[src/rtl/rxq_pkg.sv]
package rxq_pkg;
  localparam int ID_W   = 32;
  localparam int DLC_W  = 4;
  localparam int DATA_W = 64;
  localparam int REG_W  = 32;
  localparam int ADDR_W = 4;

  typedef struct packed {
    logic [ID_W-1:0]   id;
    logic [DLC_W-1:0]  dlc;
    logic [DATA_W-1:0] data;
  } rx_frame_t;

  localparam int FRAME_W = $bits(rx_frame_t);

  // register map
  localparam logic [ADDR_W-1:0] A_WIN_ID  = 4'd0;
  localparam logic [ADDR_W-1:0] A_WIN_DLC = 4'd1;
  localparam logic [ADDR_W-1:0] A_WIN_DLO = 4'd2;
  localparam logic [ADDR_W-1:0] A_WIN_DHI = 4'd3;
  localparam logic [ADDR_W-1:0] A_CTRL    = 4'd4;
  localparam logic [ADDR_W-1:0] A_RELEASE = 4'd5;
  localparam logic [ADDR_W-1:0] A_IEN     = 4'd6;
  localparam logic [ADDR_W-1:0] A_ISTAT   = 4'd7;
  localparam logic [ADDR_W-1:0] A_ERR     = 4'd8;
  localparam logic [ADDR_W-1:0] A_POLICY  = 4'd9;

  localparam int BIT_EN    = 0;
  localparam int BIT_EMPTY = 7;
  localparam int BIT_RXF   = 4;
  localparam int BIT_OVR   = 5;
  localparam int BIT_POL   = 0;

  localparam logic [7:0] RELEASE_KEY = 8'hFF;
endpackage

[src/rtl/rxq_store.sv]
module rxq_store
  import rxq_pkg::*;
#(
  parameter int DEPTH = 4,
  parameter int AW    = 2
) (
  input  logic            clk,
  input  logic            wr_en,
  input  logic [AW-1:0]   wr_addr,
  input  rx_frame_t       wr_frame,
  input  logic [AW-1:0]   rd_addr,
  output rx_frame_t       rd_frame
);
  logic [FRAME_W-1:0] mem [DEPTH];

  always_ff @(posedge clk) begin
    if (wr_en) mem[wr_addr] <= wr_frame;
  end

  assign rd_frame = rx_frame_t'(mem[rd_addr]);
endmodule

[src/rtl/rxq_ctrl.sv]
module rxq_ctrl #(
  parameter int DEPTH = 4,
  parameter int AW    = 2,
  parameter int CW    = 3
) (
  input  logic          clk,
  input  logic          rst,
  input  logic          enable,
  input  logic          discard_mode,
  input  logic          frame_valid,
  input  logic          release_req,
  output logic          wr_en,
  output logic [AW-1:0] wr_addr,
  output logic [AW-1:0] rd_ptr,
  output logic [CW-1:0] count,
  output logic          release_ok,
  output logic          stored,
  output logic          lost,
  output logic          empty
);
  localparam logic [CW-1:0] FULL_CNT = CW'(DEPTH);
  localparam logic [AW-1:0] LAST     = AW'(DEPTH - 1);

  logic [AW-1:0] wr_ptr;
  logic          full, accept, overwrite;

  function automatic logic [AW-1:0] ptr_inc(input logic [AW-1:0] p);
    return (p == LAST) ? '0 : p + 1'b1;
  endfunction

  function automatic logic [AW-1:0] ptr_dec(input logic [AW-1:0] p);
    return (p == '0) ? LAST : p - 1'b1;
  endfunction

  always_comb begin
    full       = (count == FULL_CNT);
    empty      = (count == '0);
    release_ok = release_req && !empty && enable;
    accept     = enable && frame_valid && (!full || release_ok);
    lost       = enable && frame_valid && full && !release_ok;
    overwrite  = lost && !discard_mode;
    wr_en      = accept || overwrite;
    wr_addr    = accept ? wr_ptr : ptr_dec(wr_ptr);
    stored     = wr_en;
  end

  always_ff @(posedge clk) begin
    if (rst || !enable) begin
      wr_ptr <= '0;
      rd_ptr <= '0;
      count  <= '0;
    end else begin
      if (accept)     wr_ptr <= ptr_inc(wr_ptr);
      if (release_ok) rd_ptr <= ptr_inc(rd_ptr);
      case ({accept, release_ok})
        2'b10:   count <= count + 1'b1;
        2'b01:   count <= count - 1'b1;
        default: count <= count;
      endcase
    end
  end
endmodule

[src/rtl/rxq_regs.sv]
module rxq_regs
  import rxq_pkg::*;
(
  input  logic              clk,
  input  logic              rst,
  input  logic [ADDR_W-1:0] cpu_addr,
  input  logic              cpu_we,
  input  logic [REG_W-1:0]  cpu_wdata,
  output logic [REG_W-1:0]  cpu_rdata,
  input  rx_frame_t         window,
  input  logic              empty,
  input  logic              stored,
  input  logic              lost,
  output logic              enable,
  output logic              discard_mode,
  output logic              ier_rx,
  output logic              isr_rx,
  output logic              err_ovr,
  output logic              release_req,
  output logic              irq
);
  logic wr_ctrl, wr_ien, wr_istat, wr_err, wr_pol;

  always_comb begin
    wr_ctrl     = cpu_we && (cpu_addr == A_CTRL);
    wr_ien      = cpu_we && (cpu_addr == A_IEN);
    wr_istat    = cpu_we && (cpu_addr == A_ISTAT);
    wr_err      = cpu_we && (cpu_addr == A_ERR);
    wr_pol      = cpu_we && (cpu_addr == A_POLICY);
    release_req = cpu_we && (cpu_addr == A_RELEASE) &&
                  (cpu_wdata[7:0] == RELEASE_KEY);
  end

  always_ff @(posedge clk) begin
    if (rst) begin
      enable       <= 1'b0;
      discard_mode <= 1'b0;
      ier_rx       <= 1'b0;
      isr_rx       <= 1'b0;
      err_ovr      <= 1'b0;
      irq          <= 1'b0;
    end else begin
      if (wr_ctrl) enable       <= cpu_wdata[BIT_EN];
      if (wr_pol)  discard_mode <= cpu_wdata[BIT_POL];
      if (wr_ien)  ier_rx       <= cpu_wdata[BIT_RXF];
      if (stored)                              isr_rx <= 1'b1;
      else if (wr_istat && !cpu_wdata[BIT_RXF]) isr_rx <= 1'b0;
      if (lost)                                err_ovr <= 1'b1;
      else if (wr_err && !cpu_wdata[BIT_OVR])  err_ovr <= 1'b0;
      irq <= isr_rx && ier_rx;
    end
  end

  always_ff @(posedge clk) begin
    if (rst) begin
      cpu_rdata <= '0;
    end else begin
      cpu_rdata <= '0;
      case (cpu_addr)
        A_WIN_ID:  cpu_rdata <= window.id;
        A_WIN_DLC: cpu_rdata <= REG_W'(window.dlc);
        A_WIN_DLO: cpu_rdata <= window.data[31:0];
        A_WIN_DHI: cpu_rdata <= window.data[63:32];
        A_CTRL: begin
          cpu_rdata[BIT_EN]    <= enable;
          cpu_rdata[BIT_EMPTY] <= empty;
        end
        A_IEN:    cpu_rdata[BIT_RXF] <= ier_rx;
        A_ISTAT:  cpu_rdata[BIT_RXF] <= isr_rx;
        A_ERR:    cpu_rdata[BIT_OVR] <= err_ovr;
        A_POLICY: cpu_rdata[BIT_POL] <= discard_mode;
        default:  cpu_rdata <= '0;
      endcase
    end
  end
endmodule

[src/rtl/rxq_window_fifo.sv]
module rxq_window_fifo
  import rxq_pkg::*;
#(
  parameter int DEPTH = 4
) (
  input  logic              clk,
  input  logic              rst,
  input  logic              rx_valid,
  input  logic [ID_W-1:0]   rx_id,
  input  logic [DLC_W-1:0]  rx_dlc,
  input  logic [DATA_W-1:0] rx_data,
  input  logic [ADDR_W-1:0] cpu_addr,
  input  logic              cpu_we,
  input  logic [REG_W-1:0]  cpu_wdata,
  output logic [REG_W-1:0]  cpu_rdata,
  output logic              irq
);
  localparam int AW = (DEPTH > 1) ? $clog2(DEPTH) : 1;
  localparam int CW = $clog2(DEPTH + 1);

  rx_frame_t     in_frame, window;
  logic          wr_en, release_ok, release_req, stored, lost, empty;
  logic [AW-1:0] wr_addr, rd_ptr;
  logic [CW-1:0] count;
  logic          enable, discard_mode, ier_rx, isr_rx, err_ovr;

  assign in_frame = '{id: rx_id, dlc: rx_dlc, data: rx_data};

  rxq_store #(.DEPTH(DEPTH), .AW(AW)) u_store (
    .clk      (clk),
    .wr_en    (wr_en),
    .wr_addr  (wr_addr),
    .wr_frame (in_frame),
    .rd_addr  (rd_ptr),
    .rd_frame (window)
  );

  rxq_ctrl #(.DEPTH(DEPTH), .AW(AW), .CW(CW)) u_ctrl (
    .clk          (clk),
    .rst          (rst),
    .enable       (enable),
    .discard_mode (discard_mode),
    .frame_valid  (rx_valid),
    .release_req  (release_req),
    .wr_en        (wr_en),
    .wr_addr      (wr_addr),
    .rd_ptr       (rd_ptr),
    .count        (count),
    .release_ok   (release_ok),
    .stored       (stored),
    .lost         (lost),
    .empty        (empty)
  );

  rxq_regs u_regs (
    .clk          (clk),
    .rst          (rst),
    .cpu_addr     (cpu_addr),
    .cpu_we       (cpu_we),
    .cpu_wdata    (cpu_wdata),
    .cpu_rdata    (cpu_rdata),
    .window       (window),
    .empty        (empty),
    .stored       (stored),
    .lost         (lost),
    .enable       (enable),
    .discard_mode (discard_mode),
    .ier_rx       (ier_rx),
    .isr_rx       (isr_rx),
    .err_ovr      (err_ovr),
    .release_req  (release_req),
    .irq          (irq)
  );
endmodule

[config.mk]
export PLATFORM = sky130hd
export DESIGN_NAME = rxq_window_fifo
export DESIGN_NICKNAME = d
export VERILOG_FILES = /design/src/rtl/rxq_pkg.sv /design/src/rtl/rxq_store.sv /design/src/rtl/rxq_ctrl.sv /design/src/rtl/rxq_regs.sv /design/src/rtl/rxq_window_fifo.sv
export SDC_FILE = /design/constraint.sdc
export NUM_CORES = 1
export LEC_CHECK = 0
export ABC_AREA = 1
export CELL_PAD_IN_SITES_DETAIL_PLACEMENT = 0
export CELL_PAD_IN_SITES_GLOBAL_PLACEMENT = 2
export CORE_ASPECT_RATIO = 0.6
export CORE_MARGIN = 4
export CORE_UTILIZATION = 34
export CTS_CLUSTER_DIAMETER = 200
export CTS_CLUSTER_SIZE = 16
export DETAILED_ROUTE_END_ITERATION = 12
export PLACE_DENSITY = 0.73
export SLEW_MARGIN = 25
export SYNTH_ARGS = -nofsm -noshare
export SYNTH_HDL_FRONTEND = slang
export SYNTH_HIERARCHICAL = 1
export SYNTH_SLANG_ARGS = --single-unit
[constraint.sdc]
create_clock -name clk -period 33 [get_ports clk]
set_input_delay 8.25 -clock clk [delete_from_list [all_inputs] [get_ports clk]]
set_output_delay 8.25 -clock clk [all_outputs]
set_load 0.02 [all_outputs]
# --- Word level (Yosys, flattened, before mapping) ---
# Memory sizes are Yosys's and may differ from the RTL's. A register that Yosys moved wholly into a read port is not among the register bits.
# Index checks and enable logic that the tools add are counted.
op_classes:
  addsub: 5
  n_eq_ne: 15
  muxes: 20
  n_reduce_logical: 33
op_table:
  columns: ["op", "n"]
  rows:
  - ["24-bit one-hot mux with 3 select lines", 1]
  - ["1-bit logical AND", 17]
  - ["4-bit by 3-bit == test with 1-bit output (second input constant)", 4]
  - ["2-bit two-way mux", 6]
  - ["3-bit one-hot mux with 4 select lines", 1]
  - ["4-bit by 2-bit == test with 1-bit output (second input constant)", 2]
  - ["4-bit == test (second input constant)", 2]
  - ["8-bit == test (second input constant)", 1]
  - ["1-bit one-hot mux with 4 select lines", 2]
  - ["1-bit logical NOT", 7]
  - ["2-bit == test (second input constant)", 3]
  - ["1-bit two-way mux", 6]
  - ["1-bit one-hot mux with 6 select lines", 1]
  - ["3-bit one-hot mux with 2 select lines", 1]
  - ["2-bit nonzero test", 3]
  - ["1-bit one-hot mux with 5 select lines", 1]
  - ["2-bit by 1-bit adder with 2-bit output (second input constant)", 2]
  - ["4-bit by 1-bit == test with 1-bit output (second input constant)", 1]
  - ["4-bit logical NOT", 1]
  - ["3-bit by 1-bit adder with 3-bit output (second input constant)", 1]
  - ["3-bit == test (second input constant)", 1]
  - ["3-bit logical NOT", 1]
  - ["1-bit logical OR", 3]
  - ["1-bit one-hot mux with 3 select lines", 1]
  - ["4 further kinds", 4]
totals:
  regBits: 45
  ramBits: 400
  in_bits: 140
  out_inout_bits: 33
  mem_count: 1
mem_list:
  columns: ["name", "words", "width", "rd", "rd_ports_with_merged_regs", "wr", "line", "text"]
  rows:
  - ["u_store.mem", 4, 100, 1, 1, 1, "rxq_store.sv:14", "logic [FRAME_W-1:0] mem [DEPTH];"]

# --- Logic depth before layout (Yosys ltp) ---
depth:
  ltp_word: 11
  ltp_mapped: 13
  depth_no_buf: 13

# --- Modules after synthesis ---
# Netlist, hierarchy kept.
by_module_without_submodules:
  columns: ["module", "instances", "cells_per_inst", "area_per_inst_um2", "seq_area_each_um2"]
  rows:
  - ["rxq_store", 1, 1574, 17127.7, 12011.5]
  - ["rxq_regs", 1, 312, 1943.1, 760.7]
  - ["rxq_ctrl", 1, 69, 493.0, 140.1]

# --- Least setup slack after synthesis ---
# OpenSTA, ideal clock, no wires.
synth_path:
  path_type: "input -> register"
  startpoint: "input cpu_addr[2]"
  endpoint: "memory u_store/mem[1][0] (netlist name) (enable)"
  arrival_ns: 16.187
  t_required_ns: 32.318
  setup_slack_ns: 16.131
  path_stages: 12
  path_buffers: 0
  cell_sequence: "inv_1 > nor2_1 > nand4_1 > nor3_1 > nand2_1 > nand3_1 > nand2_1 > nand2_1 > nor2_1 > a21oi_1 > inv_1 > nor3_1"
synth_lines:
  columns: ["element", "line", "text"]
  rows:
  - ["start: declaration", "rxq_window_fifo.sv:12", "input logic [ADDR_W-1:0] cpu_addr,"]
  - ["4-bit by 3-bit == test with 1-bit output", "rxq_regs.sv:30", "release_req = cpu_we && (cpu_addr == A_RELEASE) &&"]
  - ["1-bit logical AND (2 in a row)", "rxq_regs.sv:30", null]
  - ["named net release_req", "rxq_window_fifo.sv:22", "logic wr_en, release_ok, release_req, stored, lost, empty;"]
  - ["1-bit logical AND (2 in a row)", "rxq_ctrl.sv:38", "release_ok = release_req && !empty && enable;"]
  - ["1-bit logical OR", "rxq_ctrl.sv:39", "accept = enable && frame_valid && (!full || release_ok);"]
  - ["1-bit logical AND", "rxq_ctrl.sv:39", null]
  - ["2-bit two-way mux", "rxq_ctrl.sv:43", "wr_addr = accept ? wr_ptr : ptr_dec(wr_ptr);"]
  - ["named net wr_addr[0]", "rxq_window_fifo.sv:23", "logic [AW-1:0] wr_addr, rd_ptr;"]
  - ["end: declaration", "rxq_store.sv:14", null]
# The timed path passes the listed nets, and every way through them passes these cells.

# --- Final worst setup path ---
layout_path:
  startpoint: "input cpu_addr[0]"
  endpoint: "memory u_store/mem[1][18] (netlist name) (enable)"
# Same word-level chain as after synthesis.

==> flow_summary.toml <==
[placement]
dp_hpwl_mm = 30.0
port_buffers = 148
gp_congestion = 0.734
place_ws_ps = 19650
place_area_mm2 = 0.0213

[critical_path]
worstSetupPathType = "in -> reg"
cp.required_ps = 33220
critPathSlowestCell = "buf_4"
path_cells = "clkdlybuf4s50_1 -> inv_1 -> nor2_1 -> nand4_1 -> nor3_1 -> nand2_1 -> nand3_1 -> nand2_1 -> nand2_1 -> nor2_1 -> a21oi_1 -> inv_1 -> nor3_2 -> buf_4 -> buf_4"
worst-path-buf-inv = 5
cp.arrival_ps = 12960
start_kind = "input port"
crit_top_cell = "nand2_1"
path_max_fanout = 50
cp_top_family = "buffers and inverters"
max_stage_delay_ps = 810
endpoint_kind = "flip-flop"

[global_route]
overflow = 0
grt_pass1_vias = 12100
antenna_found_initial = 12
grt_pass1_wl_mm = 76.8
grt_start_max_net_pins = 189
grt_usage = 0.162

[cts]
cts_tree = "built"
clk_latency_ps = 590
root_buffer = "clkbuf_16"
ctsLongestPathBuffers = 3
cts_buffers = 31
clkTransAtPathRegs_ps = 70
cts.htree.levels = 1
post_cts_buffers = 0
cts.sinks = 445
hold_buffers = 0
ctsResizeCount = 0

[cells_and_area]
nFillCells = 5536
final-seq-area_mm2 = 0.0129
drive_above_1_share = 0.0344
fin_nets = 2216
multi_input_area_mm2 = 0.00415
stdcell_area_mm2 = 0.0222
area_growth_syn_to_layout_pct = 13.6

[routing]
antenna_left = 0
drc_errors = 0
wl_per_cell_um = 17.9
drt_iter0_markers = 744
postRouteWirelength_mm = 51.0
viasPerCell = 4.37
vias = 12500
first_pass_iters = 7

[timing]
min_period_over_period = 0.386
clock_skew_ps = 18.0
fmax_mhz = 78.5
hold_viol = 0
rsz0062_at_grt = "false"
fin_crit_ps = 12740
finalSetupViolCount = 0
setup_ws_ps = 20260
max_slew_margin = 0.250
tns_ps = 0
final_max_slew_viol_count = 0
worst_slew_pin_slew_ps = 1130

[logic_synthesis]
yosys.area_share.simple = 0.201
synth_area_mm2 = 0.0196
synth_top_family_by_area = "simple AND/OR/NAND/NOR gates"
synth_mux_area_frac = 0
synth_compound_area_frac = 0.00704
synthAdderAreaFrac = 0.00294
ys_ff_latch = 445
synth-main-ff-cell = "edfxtp_1"
synth_xor_area_frac = 0
synth_commonest_cells = "nand2_1, inv_1, edfxtp_1"
seq_area_frac_synth = 0.660
synth_area_leaders = "edfxtp_1, nand2_1, inv_1"
syn_inst = 1955
synth_most_common_cell = "nand2_1"
synth_warnings = 6
synth_area_leader_cell = "edfxtp_1"
synth-edff-count = 400
avgSynthCellArea_um2 = 10.0
synth.distinct_cells = 28
synth.top_cell.area_share = 0.614
syn_nets = 2099
async_flop_share = 0

[power]
total_power_w = 0.00101
vdd_drop_max_mv = 0.0413
power.density_mw_per_mm2 = 45.3
leakagePower_nw = 9.68

[floorplan]
core_area_mm2 = 0.0563
rows = 67
boundaryPins = 173
die_y_um = 194
die-area_mm2 = 0.0616
die_w_um = 318
start_util = 0.347

[worst_hold_path]
hp-class = "reg -> reg"

[run_status]
status = "finished clean"

[job]
maxCapViolations = 0
-- placed cells by master, fill, tap and decap left out, drive strengths merged --
master	instances
a21boi	1
a21oi	11
buf	15
clkbuf	56
clkdlybuf4s50	148
clkinv	2
dfxtp	45
diode	2
edfxtp	400
fa	1
ha	3
inv	456
nand2	659
nand3	245
nand4	3
nor2	35
nor3	5
o211a	1
o21ai	10
-- where the power goes --
group          switching (W)  internal (W)  leakage, nW
logic              0.0000160     0.0000154         5.31
registers        0.000000570      0.000614         3.96
clock network       0.000185      0.000177        0.415
-- layout make-up --
type | instances | share of cell area
Sequential cell | 445 | 0.581
Multi-Input combinational cell | 974 | 0.187
Inverter | 457 | 0.0775
Timing Repair Buffer | 163 | 0.0724
Tap cell | 759 | 0.0427
Clock buffer | 56 | 0.0391
Clock inverter | 1 | 0.000225
Antenna cell | 2 | 0.000225
-- cell families after synthesis --
group / after synthesis
AO/OA/AOI/OAI: 23
flip-flops: 445
buffers and inverters: 536
adder cells (fa/ha/maj): 4
AND/OR/NAND/NOR: 947
-- stage by stage --
stage,hold WS (ps),utilization,instances
3_3_place_gp,447,0.379,2798
2_1_floorplan,430,-,1955
6_report,455,0.395,2857
4_1_cts,458,0.395,2855
3_5_place_dp,447,0.379,2798
5_1_grt,507,0.395,2856
-- routing by layer --
metal	vias to the layer above	share of wire	GRT usage
met1	5931	0.50	0.242
met4	18	0.015	0.0232
met5	-	0.0022	0
met3	66	0.052	0.0357
li1	6299	-	-
met2	179	0.43	0.248
-- worst paths after layout --
kind / from / to / slack [ps] / cells after the start
hold / removal: u_regs/ier_rx / u_regs/irq / 450 / 2
setup / recovery: cpu_addr[0] / u_store/mem[1][18] / 20260 / 15
setup reg to reg: u_regs/enable / u_store/mem[1][18] / 28820 / 10
hold reg to reg: u_regs/ier_rx / u_regs/irq / 450 / 2
-- worst reg2reg max path: cells and delay by family (launching register included) --
kind            cells  cell delay, ps
compound gates      1             270
buf+inv             3            1720
flops               1             440
simple gates        6            1360
-- state kept, by name (all words and copies together), names as in the netlist --
register,count
u_ctrl/count,3
u_regs/ier_rx,1
u_ctrl/wr_ptr,2
u_regs/cpu_rdata,32
u_regs/enable,1
u_ctrl/rd_ptr,2
u_regs/irq,1
u_regs/discard_mode,1
u_regs/err_ovr,1
u_regs/isr_rx,1
u_store/mem,400
(Power assumes the default switching activity.)
